### src/rtl/fpr_pkg.sv
`timescale 1ns/1ps
package fpr_pkg;

   typedef enum logic [1:0] {
      FOP_NONE  = 2'd0,
      FOP_READ  = 2'd1,
      FOP_PROG  = 2'd2,
      FOP_ERASE = 2'd3
   } fop_e;

   typedef enum logic [3:0] {
      S_IDLE,
      S_RD,
      S_ERASE,
      S_PROG,
      S_CPY_CHK,
      S_CPY_RD,
      S_CPY_PR,
      S_FIN,
      S_DONE
   } fpr_state_e;

endpackage

### src/rtl/fpr_wear_bank.sv
`timescale 1ns/1ps
// Per-block erase counters and free flags, one slice per physical block.
module fpr_wear_bank #(
   parameter int NUM_BLOCKS = 6,
   parameter int CNT_W      = 17,
   parameter bit SAT_COUNT  = 1'b1,
   localparam int BW        = $clog2(NUM_BLOCKS)
) (
   input  logic                        clk,
   input  logic                        rst_n,
   input  logic                        erase_en,
   input  logic [BW-1:0]               erase_blk,
   input  logic                        rel_en,
   input  logic [BW-1:0]               rel_blk,
   output logic [NUM_BLOCKS-1:0]       free_vec,
   output logic [NUM_BLOCKS*CNT_W-1:0] cnt_flat
);

   for (genvar g = 0; g < NUM_BLOCKS; g++) begin : g_blk
      logic [CNT_W-1:0] cnt_q;
      logic             hit_erase;
      logic             bump;

      assign hit_erase = erase_en && (erase_blk == BW'(g));

      if (SAT_COUNT) begin : g_sat
         assign bump = hit_erase && (cnt_q != {CNT_W{1'b1}});
      end else begin : g_wrap
         assign bump = hit_erase;
      end

      always_ff @(posedge clk) begin
         if (!rst_n) begin
            cnt_q       <= '0;
            free_vec[g] <= 1'b1;
         end else begin
            if (bump) cnt_q <= cnt_q + 1'b1;
            if (hit_erase) free_vec[g] <= 1'b0;
            else if (rel_en && (rel_blk == BW'(g))) free_vec[g] <= 1'b1;
         end
      end

      assign cnt_flat[g*CNT_W +: CNT_W] = cnt_q;
   end

endmodule

### src/rtl/fpr_free_pick.sv
`timescale 1ns/1ps
// Chooses the free block with the fewest erases; ties go to the lowest index.
module fpr_free_pick #(
   parameter int NUM_BLOCKS = 6,
   parameter int CNT_W      = 17,
   localparam int BW        = $clog2(NUM_BLOCKS)
) (
   input  logic [NUM_BLOCKS-1:0]       free_vec,
   input  logic [NUM_BLOCKS*CNT_W-1:0] cnt_flat,
   output logic [BW-1:0]               pick_blk
);

   logic             found;
   logic [CNT_W-1:0] best_cnt;

   always_comb begin
      found    = 1'b0;
      best_cnt = '1;
      pick_blk = '0;
      for (int i = 0; i < NUM_BLOCKS; i++) begin
         if (free_vec[i] && (!found || (cnt_flat[i*CNT_W +: CNT_W] < best_cnt))) begin
            found    = 1'b1;
            best_cnt = cnt_flat[i*CNT_W +: CNT_W];
            pick_blk = BW'(i);
         end
      end
   end

endmodule

### src/rtl/fpr_map_table.sv
`timescale 1ns/1ps
// Logical-block to physical-block map with per-page written flags.
module fpr_map_table #(
   parameter int LOG_BLOCKS = 4,
   parameter int NUM_BLOCKS = 6,
   parameter int PAGES      = 32,
   localparam int LBW       = $clog2(LOG_BLOCKS),
   localparam int BW        = $clog2(NUM_BLOCKS),
   localparam int OFFW      = $clog2(PAGES)
) (
   input  logic             clk,
   input  logic             rst_n,
   input  logic [LBW-1:0]   rd_lblk,
   output logic             rd_mapped,
   output logic [BW-1:0]    rd_pblk,
   output logic [PAGES-1:0] rd_valid,
   input  logic             map_we,
   input  logic [LBW-1:0]   wr_lblk,
   input  logic [BW-1:0]    wr_pblk,
   input  logic             set_en,
   input  logic [OFFW-1:0]  set_page
);

   logic             mapped_q [LOG_BLOCKS];
   logic [BW-1:0]    pblk_q   [LOG_BLOCKS];
   logic [PAGES-1:0] valid_q  [LOG_BLOCKS];

   always_ff @(posedge clk) begin
      if (!rst_n) begin
         for (int i = 0; i < LOG_BLOCKS; i++) begin
            mapped_q[i] <= 1'b0;
            pblk_q[i]   <= '0;
            valid_q[i]  <= '0;
         end
      end else begin
         if (map_we) begin
            mapped_q[wr_lblk] <= 1'b1;
            pblk_q[wr_lblk]   <= wr_pblk;
         end
         if (set_en) valid_q[wr_lblk][set_page] <= 1'b1;
      end
   end

   assign rd_mapped = mapped_q[rd_lblk];
   assign rd_pblk   = pblk_q[rd_lblk];
   assign rd_valid  = valid_q[rd_lblk];

endmodule

### src/rtl/page_remap_ctrl.sv
`timescale 1ns/1ps
module page_remap_ctrl
   import fpr_pkg::*;
#(
   parameter int NUM_BLOCKS = 6,
   parameter int LOG_BLOCKS = 4,
   parameter int PAGES      = 32,
   parameter int DATA_W     = 16,
   parameter int CNT_W      = 17,
   parameter bit SAT_COUNT  = 1'b1,
   localparam int BW        = $clog2(NUM_BLOCKS),
   localparam int LBW       = $clog2(LOG_BLOCKS),
   localparam int OFFW      = $clog2(PAGES),
   localparam int LPW       = LBW + OFFW
) (
   input  logic              clk,
   input  logic              rst_n,
   input  logic              req_valid,
   input  logic              req_write,
   input  logic [LPW-1:0]    req_page,
   input  logic [DATA_W-1:0] req_wdata,
   output logic              req_ready,
   output logic              resp_valid,
   output logic [DATA_W-1:0] resp_rdata,
   output logic [1:0]        fl_op,
   output logic [BW-1:0]     fl_block,
   output logic [OFFW-1:0]   fl_page,
   output logic [DATA_W-1:0] fl_wdata,
   input  logic              fl_done,
   input  logic [DATA_W-1:0] fl_rdata
);

   if (PAGES < 32 || PAGES > 128 || (1 << OFFW) != PAGES) begin : g_bad_pages
      $error("PAGES must be a power of two from 32 to 128");
   end
   if (LOG_BLOCKS < 2 || (1 << LBW) != LOG_BLOCKS) begin : g_bad_lblk
      $error("LOG_BLOCKS must be a power of two, at least 2");
   end
   if (LOG_BLOCKS > NUM_BLOCKS - 1) begin : g_bad_spare
      $error("at least one spare physical block is required");
   end

   localparam logic [OFFW-1:0] LAST_PG = OFFW'(PAGES - 1);

   fpr_state_e        st;
   logic              sent;
   logic [LBW-1:0]    cur_lblk;
   logic [OFFW-1:0]   cur_off;
   logic [DATA_W-1:0] cur_wdata;
   logic [DATA_W-1:0] rdata_q;
   logic [BW-1:0]     tgt_blk;
   logic [BW-1:0]     old_blk;
   logic              is_reloc;
   logic [OFFW-1:0]   cpy_idx;

   logic [LBW-1:0]    req_lblk;
   logic [OFFW-1:0]   req_off;
   logic [LBW-1:0]    map_idx;
   logic              rd_mapped;
   logic [BW-1:0]     rd_pblk;
   logic [PAGES-1:0]  rd_valid;
   logic [NUM_BLOCKS-1:0]       free_vec;
   logic [NUM_BLOCKS*CNT_W-1:0] cnt_flat;
   logic [BW-1:0]     pick_blk;
   logic              cmd_fin;
   fop_e              cmd_op;

   assign req_lblk = req_page[LPW-1:OFFW];
   assign req_off  = req_page[OFFW-1:0];
   assign map_idx  = (st == S_IDLE) ? req_lblk : cur_lblk;
   assign cmd_fin  = sent && fl_done;

   fpr_map_table #(.LOG_BLOCKS(LOG_BLOCKS), .NUM_BLOCKS(NUM_BLOCKS), .PAGES(PAGES)) u_map (
      .clk(clk), .rst_n(rst_n),
      .rd_lblk(map_idx), .rd_mapped(rd_mapped), .rd_pblk(rd_pblk), .rd_valid(rd_valid),
      .map_we(st == S_FIN), .wr_lblk(cur_lblk), .wr_pblk(tgt_blk),
      .set_en(st == S_PROG && cmd_fin), .set_page(cur_off)
   );

   fpr_wear_bank #(.NUM_BLOCKS(NUM_BLOCKS), .CNT_W(CNT_W), .SAT_COUNT(SAT_COUNT)) u_wear (
      .clk(clk), .rst_n(rst_n),
      .erase_en(st == S_ERASE && cmd_fin), .erase_blk(tgt_blk),
      .rel_en(st == S_FIN && is_reloc), .rel_blk(old_blk),
      .free_vec(free_vec), .cnt_flat(cnt_flat)
   );

   fpr_free_pick #(.NUM_BLOCKS(NUM_BLOCKS), .CNT_W(CNT_W)) u_pick (
      .free_vec(free_vec), .cnt_flat(cnt_flat), .pick_blk(pick_blk)
   );

   // Command decode; the op is shown only until the command has been issued.
   always_comb begin
      cmd_op   = FOP_NONE;
      fl_block = '0;
      fl_page  = '0;
      fl_wdata = '0;
      unique case (st)
         S_RD:     begin cmd_op = FOP_READ;  fl_block = tgt_blk; fl_page = cur_off; end
         S_ERASE:  begin cmd_op = FOP_ERASE; fl_block = tgt_blk; end
         S_PROG:   begin cmd_op = FOP_PROG;  fl_block = tgt_blk; fl_page = cur_off; fl_wdata = cur_wdata; end
         S_CPY_RD: begin cmd_op = FOP_READ;  fl_block = old_blk; fl_page = cpy_idx; end
         S_CPY_PR: begin cmd_op = FOP_PROG;  fl_block = tgt_blk; fl_page = cpy_idx; fl_wdata = rdata_q; end
         default:  ;
      endcase
   end

   assign fl_op      = sent ? FOP_NONE : cmd_op;
   assign req_ready  = (st == S_IDLE);
   assign resp_valid = (st == S_DONE);
   assign resp_rdata = rdata_q;

   always_ff @(posedge clk) begin
      if (!rst_n) begin
         sent <= 1'b0;
      end else if (fl_op != FOP_NONE) begin
         sent <= 1'b1;
      end else if (fl_done) begin
         sent <= 1'b0;
      end
   end

   always_ff @(posedge clk) begin
      if (!rst_n) begin
         st        <= S_IDLE;
         cur_lblk  <= '0;
         cur_off   <= '0;
         cur_wdata <= '0;
         rdata_q   <= '0;
         tgt_blk   <= '0;
         old_blk   <= '0;
         is_reloc  <= 1'b0;
         cpy_idx   <= '0;
      end else begin
         unique case (st)
            S_IDLE: if (req_valid) begin
               cur_lblk  <= req_lblk;
               cur_off   <= req_off;
               cur_wdata <= req_wdata;
               is_reloc  <= 1'b0;
               if (!req_write) begin
                  if (rd_mapped && rd_valid[req_off]) begin
                     tgt_blk <= rd_pblk;
                     st      <= S_RD;
                  end else begin
                     rdata_q <= '1;
                     st      <= S_DONE;
                  end
               end else if (rd_mapped && !rd_valid[req_off]) begin
                  tgt_blk <= rd_pblk;
                  st      <= S_PROG;
               end else begin
                  tgt_blk  <= pick_blk;
                  old_blk  <= rd_pblk;
                  is_reloc <= rd_mapped;
                  st       <= S_ERASE;
               end
            end
            S_RD: if (cmd_fin) begin
               rdata_q <= fl_rdata;
               st      <= S_DONE;
            end
            S_ERASE: if (cmd_fin) st <= S_PROG;
            S_PROG: if (cmd_fin) begin
               cpy_idx <= '0;
               st      <= is_reloc ? S_CPY_CHK : S_FIN;
            end
            S_CPY_CHK: begin
               if (rd_valid[cpy_idx] && (cpy_idx != cur_off)) st <= S_CPY_RD;
               else if (cpy_idx == LAST_PG) st <= S_FIN;
               else cpy_idx <= cpy_idx + 1'b1;
            end
            S_CPY_RD: if (cmd_fin) begin
               rdata_q <= fl_rdata;
               st      <= S_CPY_PR;
            end
            S_CPY_PR: if (cmd_fin) begin
               if (cpy_idx == LAST_PG) begin
                  st <= S_FIN;
               end else begin
                  cpy_idx <= cpy_idx + 1'b1;
                  st      <= S_CPY_CHK;
               end
            end
            S_FIN:   st <= S_DONE;
            S_DONE:  st <= S_IDLE;
            default: st <= S_IDLE;
         endcase
      end
   end

endmodule

### config.mk
export PLATFORM = sky130hd
export DESIGN_NAME = page_remap_ctrl
export DESIGN_NICKNAME = d
export VERILOG_FILES = /design/src/rtl/fpr_pkg.sv /design/src/rtl/fpr_wear_bank.sv /design/src/rtl/fpr_free_pick.sv /design/src/rtl/fpr_map_table.sv /design/src/rtl/page_remap_ctrl.sv
export SDC_FILE = /design/constraint.sdc
export NUM_CORES = 1
export LEC_CHECK = 0
export ABC_AREA = 1
export ABC_CLOCK_PERIOD_IN_PS = 13200
export CAP_MARGIN = 20
export CORE_MARGIN = 2
export CORE_UTILIZATION = 38
export CTS_BUF_LIST = sky130_fd_sc_hd__clkbuf_8
export DETAILED_ROUTE_END_ITERATION = 6
export MAX_ROUTING_LAYER = met4
export PLACE_DENSITY = 0.62
export SKIP_CTS_REPAIR_TIMING = 1
export SLEW_MARGIN = 20
export SYNTH_ARGS = -nofsm -noshare
export SYNTH_HDL_FRONTEND = slang
export SYNTH_SLANG_ARGS = --single-unit
export TNS_END_PERCENT = 20
### constraint.sdc
create_clock -name clk -period 13.2 [get_ports clk]
set_input_delay 1.32 -clock clk [delete_from_list [all_inputs] [get_ports clk]]
set_output_delay 1.32 -clock clk [all_outputs]
set_load 0.005 [all_outputs]
# [After elaboration in Yosys (flattened, before gate mapping)]
# Memories as Yosys holds them, arrays and structs flattened.
# Index checks and enable logic that the tools add are counted.
[classes] add_sub_neg=7 mul=0 n_div=0 n_lt_le_gt_ge=9 eq_ne=37 shift=0 n_mux=86 n_bitwise=1 reduce_logical=70
[ops] op="$add 17x1->17 const B" count=6
[ops] op="$ne 17x17->1 const B" count=6
[ops] op="$mux 32" count=3
[ops] op="$lt 17x17->1" count=5
[ops] op="$mux 17" count=5
[ops] op="$mux 16" count=4
[ops] op="$pmux 16 s2" count=2
[ops] op="$mux 4" count=10
[ops] op="$mux 1" count=35
[ops] op="$pmux 4 s8" count=1
[ops] op="$reduce_or 32->1" count=1
[ops] op="$logic_and 1x1->1" count=31
[ops] op="$mux 5" count=4
[ops] op="$reduce_bool 2->1" count=10
[ops] op="$lt 5x6->1 const B" count=3
[ops] op="$mux 2" count=9
[ops] op="$mux 3" count=6
[ops] op="$ne 2x2->1 const B" count=9
[ops] op="$eq 4x3->1 const B" count=4
[ops] op="$pmux 5 s3" count=1
[ops] op="$eq 3x2->1 const B" count=4
[ops] op="$eq 3x3->1 const B" count=4
[ops] op="$bmux 1 s5" count=2
[ops] op="$pmux 5 s2" count=1
[ops] op="28 further kinds" count=44
[word_totals] ff_bits=164 latch_bits=0 mem_bits_rw=144 romBits=0 in_bits=44 out_inout_bits=44 elab_cells=235 memories=3
[mem_list] name="u_map.valid_q" words=4 word_bits=32 rd=1 rd_clocked_by_memory_dff=0 wr=4 line="fpr_map_table.sv:26" source="logic [PAGES-1:0] valid_q [LOG_BLOCKS];"
[mem_list] name="u_map.pblk_q" words=4 word_bits=3 rd=1 rd_clocked_by_memory_dff=0 wr=4 line="fpr_map_table.sv:25" source="logic [BW-1:0] pblk_q [LOG_BLOCKS];"
[mem_list] name="u_map.mapped_q" words=4 word_bits=1 rd=1 rd_clocked_by_memory_dff=0 wr=4 line="fpr_map_table.sv:24" source="logic mapped_q [LOG_BLOCKS];"

# [Logic depth before layout (Yosys ltp)]
[depth] word_depth=23 mapped_depth=69 ltp_nobuf=64

# [Cells and area by module]
# Synthesis repeated with hierarchy kept, for this count alone.
[hier_totals] cells_unflattened=2586 hier_area_um2=18712.9
[modules_own_cells] module="fpr_map_table" instances=1 cells_per_inst=725 area_per_inst_um2=7005.5 seq_area_each_um2=4294.1
[modules_own_cells] module="fpr_wear_bank" instances=1 cells_per_inst=870 area_per_inst_um2=5562.8 seq_area_each_um2=2162.1
[modules_own_cells] module="page_remap_ctrl" instances=1 cells_per_inst=544 area_per_inst_um2=3440.8 seq_area_each_um2=1121.1
[modules_own_cells] module="fpr_free_pick" instances=1 cells_per_inst=447 area_per_inst_um2=2703.8 seq_area_each_um2=0.0

# [Worst setup path after synthesis]
# Ideal clock, no wire load.
[synth_timing] kind="reg-to-reg" from="register u_wear.free_vec[0]" to="register tgt_blk[2]" setup_ns=0.132 arrival_ns=7.763 required_time_ns=13.068 setup_slack_ns=5.305 stages_incl_launch_ff=57 path_buffers=5 synth_period_minus_slack_ns=7.895 path_cell_list="dfxtp_1 -> inv_1 -> clkbuf_1 -> nor2_1 -> ha_1 -> nand4_1 -> nor2_1 -> nand4_1 -> nand3_2 -> nand2_2 -> nand2_4 -> clkbuf_1 -> nand2_1 -> o21ai_0 -> ha_1 -> a21oi_1 -> nor2_1 -> a211oi_1 -> (+21 left out) -> nor4_1 -> nand2_1 -> nand2_1 -> nand2_2 -> nand2_4 -> clkbuf_1 -> o21ai_1 -> ha_1 -> nand4_1 -> or3_1 -> a31oi_1 -> nor2_1 -> nand2_1 -> nand2_1 -> nand2_1 -> nand2_1 -> nand2_1 -> a21oi_2"
[synth_between] elab_chain_len=23 elab_cells_between_ends=34 classes_between="order compare: 5; mux: 14; reduce/logical: 15"
[synth_lines] element="start: declaration" line="fpr_wear_bank.sv:15" source="output logic [NUM_BLOCKS-1:0] free_vec,"
[synth_lines] element="start signal: indexed assignment" line="fpr_wear_bank.sv:35" source="free_vec[g] <= 1'b1;"
[synth_lines] element="start signal: indexed assignment" line="fpr_wear_bank.sv:38" source="if (hit_erase) free_vec[g] <= 1'b0;"
[synth_lines] element="start signal: indexed assignment" line="fpr_wear_bank.sv:39" source="else if (rel_en && (rel_blk == BW'(g))) free_vec[g] <= 1'b1;"
[synth_lines] element="$mux 17 or $mux 1 (tied branches)" line="fpr_free_pick.sv:21" source="if (free_vec[i] && (!found || (cnt_flat[i*CNT_W +: CNT_W] < best_cnt))) begin"
[synth_lines] element="$lt 17x17->1 or $logic_not 1->1 (tied branches)" line="fpr_free_pick.sv:21"
[synth_lines] element="$logic_or 1x1->1" line="fpr_free_pick.sv:21"
[synth_lines] element="$logic_and 1x1->1" line="fpr_free_pick.sv:21"
[synth_lines] element="$mux 17 or $mux 1 (tied branches)" line="fpr_free_pick.sv:21"
[synth_lines] element="$lt 17x17->1 or $logic_not 1->1 (tied branches)" line="fpr_free_pick.sv:21"
[synth_lines] element="$logic_or 1x1->1" line="fpr_free_pick.sv:21"
[synth_lines] element="$logic_and 1x1->1" line="fpr_free_pick.sv:21"
[synth_lines] element="(+7 left out)"
[synth_lines] element="$logic_and 1x1->1" line="fpr_free_pick.sv:21"
[synth_lines] element="$mux 17 or $mux 1 (tied branches)" line="fpr_free_pick.sv:21"
[synth_lines] element="$lt 17x17->1 or $logic_not 1->1 (tied branches)" line="fpr_free_pick.sv:21"
[synth_lines] element="$logic_or 1x1->1" line="fpr_free_pick.sv:21"
[synth_lines] element="$logic_and 1x1->1" line="fpr_free_pick.sv:21"
[synth_lines] element="$mux 3 (*)" line="fpr_free_pick.sv:21"
[synth_lines] element="$mux 3 (*)" line="page_remap_ctrl.sv:148" source="end else if (rd_mapped && !rd_valid[req_off]) begin"
[synth_lines] element="$mux 3 (*)" line="page_remap_ctrl.sv:140" source="if (!req_write) begin"
[synth_lines] element="end signal: assignment" line="page_remap_ctrl.sv:142" source="tgt_blk <= rd_pblk;"
[synth_lines] element="end signal: assignment" line="page_remap_ctrl.sv:149" source="tgt_blk <= rd_pblk;"
[synth_lines] element="end signal: assignment" line="page_remap_ctrl.sv:152" source="tgt_blk <= pick_blk;"
[synth_lines] element="end: declaration" line="page_remap_ctrl.sv:51" source="logic [BW-1:0] tgt_blk;"
# Mark *: on every way between the ends. The rest lies on a longest branch, timed or not.
# A chain may end at the register's enable or synchronous reset.

# [Worst setup path in the final report]
# Ends and elaborated chain as after synthesis.

==> flow_metrics.py <==
metrics = {
    "timing": {
        "finalCriticalPeriod_ns": 9.01,
        "clock.fmax_mhz": 111,
        "rsz0062_at_grt": "no",
        "drv_slew": 0,
        "finClkSkew_ns": 0.0323,
        "slew_headroom_pct": 32.8,
        "setup_violations": 0,
        "period_share_pct": 68.3,
        "setup_tns_ns": 0,
        "tightest_slew_ns": 1.00,
        "hold_viol_final": 0,
    },
    "drt": {
        "drt_iter0_markers": 1002,
        "wirelength_um": 50100,
        "postRouteAntennaNets": 0,
        "wl_per_cell_um": 16.1,
        "vias": 16235,
        "drc": 0,
        "dr.pass1.iters": 5,
        "viasPerCell": 5.21,
    },
    "setup_path": {
        "crit_fanout": 35,
        "cp_slowest_cell": "dfxtp_1",
        "arrival_ns": 9.48,
        "worst_path_most_repeated_cell": "nand2_1",
        "required_ns": 13.67,
        "path_class": "flop to flop",
        "cp-end-kind": "flop",
        "timing.critical_path.slowest_cell_delay_ns": 0.47,
        "cp-start-kind": "flop",
    },
    "yosys": {
        "ys_seq_area_share_pct": 42.6,
        "synth_area_leaders": "edfxtp_1 24%, dfxtp_1 19%, nand2_1 11%, inv_1 7.2%, ha_1 6.4%",
        "synth_top_area_share_pct": 23.8,
        "synth.net_count": 2546,
        "yosysTopAreaCell": "edfxtp_1",
        "synthFlopType": "dfxtp_1",
        "synth-edff-count": 141,
        "ys_async_sr_fraction_pct": 0,
        "synthCells": 2411,
        "synth.distinct_cells": 53,
        "ys_seq_elements": 308,
        "avgSynthCellArea_sq_um": 7.37,
        "yosysWarnings": 0,
        "syn_area_sq_mm": 0.0178,
    },
    "finish": {
        "seq_area_sq_mm": 0.00758,
        "postLayoutCellArea_sq_mm": 0.0202,
        "nets": 2601,
        "drive_above_1_share_pct": 5.18,
        "utilization_pct": 43.7,
        "multi_input_area_sq_mm": 0.00852,
        "fillers": 4644,
        "syn2layout_area_growth_pct": 13.9,
    },
    "placed_design": {
        "placed_area_sq_mm": 0.0191,
        "dp_hpwl_um": 34300,
        "routabilityCongestion": 0.908,
        "portBuffers": 87,
    },
    "die": {
        "die-height_um": 220,
        "initial_utilization_pct": 38.3,
        "rows": 79,
        "core_sq_mm": 0.0464,
        "die-width_um": 220,
        "ios": 88,
        "dieArea_sq_mm": 0.0485,
    },
    "grt": {
        "grt_pass1_wl_um": 79100,
        "grt_start_max_net_pins": 116,
        "antenna_found_initial": 1,
        "grt_overflow_total": 0,
        "gr-usage-all-layers_pct": 21.0,
        "grt_pass1_vias": 15226,
    },
    "clock_network": {
        "h-tree-depth": 2,
        "cts_sinks": 308,
        "clk_pin_slew_worst_paths_ns": 0.07,
        "cts_tree": "yes",
        "root_buffer": "clkbuf_8",
        "clk-insertion-delay-late_ns": 0.64,
        "cts_buffers": 52,
        "ctsLongestPathBuffers": 3,
    },
    "hold_path": {
        "hold_path_class": "flop to flop",
    },
    "run": {
        "cap_violations": 0,
    },
    "run_status": {
        "status": "finished clean",
    },
}
-- routing by layer --
metal  routed length, um  vias to the layer above  global-route usage [%]
met2               23500                      410                    34.4
met4                1410                        0                    6.31
li1                    -                     8213                       -
met5                   0                        -                       -
met3                3050                      103                    3.73
met1               22100                     7509                    26.4
-- critical path: cells and delay by family, from the launching register on --
family	cells	cell delay [ns]
and+or+nand+nor	28	3.34
AOI/OAI and AO/OA	16	3.08
adders and majority gates	5	1.56
DFF	1	0.47
buffers and inverters	1	0.32
-- path summary, 6_finish.rpt --
| path | from | to | slack [ns] | cells after the start |
|---|---|---|---|---|
| max | u_wear.free_vec[0]$_SDFFE_PN1P_ | tgt_blk[2]$_SDFFE_PN0P_ | 4.19 | 50 |
| min | u_map.mapped_q[2]$_DFF_P_ | u_map.mapped_q[2]$_DFF_P_ | 0.45 | 2 |
| max reg2reg | u_wear.free_vec[0]$_SDFFE_PN1P_ | tgt_blk[2]$_SDFFE_PN0P_ | 4.19 | 50 |
| min reg2reg | u_map.mapped_q[2]$_DFF_P_ | u_map.mapped_q[2]$_DFF_P_ | 0.45 | 2 |
-- registers in the layout (all words and copies together), names as in the netlist --
register,flops
u_map.mapped_q,4
sent,1
u_wear.g_blk.cnt_q,102
u_map.valid_q,128
cpy_idx,5
u_map.pblk_q,12
cur_lblk,2
is_reloc,1
u_wear.free_vec,6
old_blk,3
tgt_blk,3
st,4
resp_rdata,16
cur_off,5
cur_wdata,16
-- synth_stat cells, types with 29 or more instances --
master,count
nand2_1,508
nand3_1,62
ha_1,91
a211oi_1,32
inv_1,341
o22ai_1,63
nor2_1,291
o21ai_0,204
dfxtp_1,167
edfxtp_1,141
a21oi_1,166
nand4_1,29
nor3_1,65
clkbuf_1,83
-- cell usage in the layout (no fill, tap or decap), types with 12 or more instances in the layout --
cell	netlist	layout
a211oi_1	32	32
a21oi_1	166	165
buf_4	0	13
clkbuf_8	0	66
clkdlybuf4s50_1	0	86
dfxtp_1	167	167
edfxtp_1	141	141
ha_1	91	91
inv_1	341	359
nand2_1	508	508
nand3_1	62	62
nand4_1	29	29
nor2_1	291	288
nor3_1	65	64
nor4_1	14	14
o21a_1	12	12
o21ai_0	204	204
o21ai_1	23	23
o22ai_1	63	63
-- area by class of cell --
class	instances	share of cell area, %
inverters	349	6.48
flip-flops and latches	308	37.4
clock buffers	66	4.49
clock inverters	30	0.970
repair buffers	100	4.79
multi-input cells	1655	42.1
well taps	607	3.75
diodes	1	0.0124
-- through the flow --
stage / hold slack [ns] / instances / setup WS, ns
after global placement: 0.429 / 3019 / 4.55
after detailed placement: 0.439 / 3019 / 4.32
after global routing: 0.475 / 3116 / 3.33
after floorplan: 0.419 / 2411 / 5.31
final: 0.446 / 3116 / 4.19
after CTS: 0.449 / 3115 / 4.24
-- cells by family (layout without fill, tap and decap cells) --
| logic type | after synthesis | in the layout | share of synthesized area [%] |
|---|---|---|---|
| buffers and inverters | 448 | 545 | 9.50 |
| AND/OR/NAND/NOR | 1005 | 1005 | 23.4 |
| flip-flops | 308 | 308 | 42.6 |
| XOR/XNOR | 4 | 4 | 0.197 |
| AO/OA/AOI/OAI | 555 | 555 | 17.8 |
| other | 0 | 1 | 0 |
| adder cells (fa/ha/maj) | 91 | 91 | 6.41 |
Power is left out: the tool's default activity adds up to more than one toggle a clock period on the data nets, which glitch-free logic cannot reach.
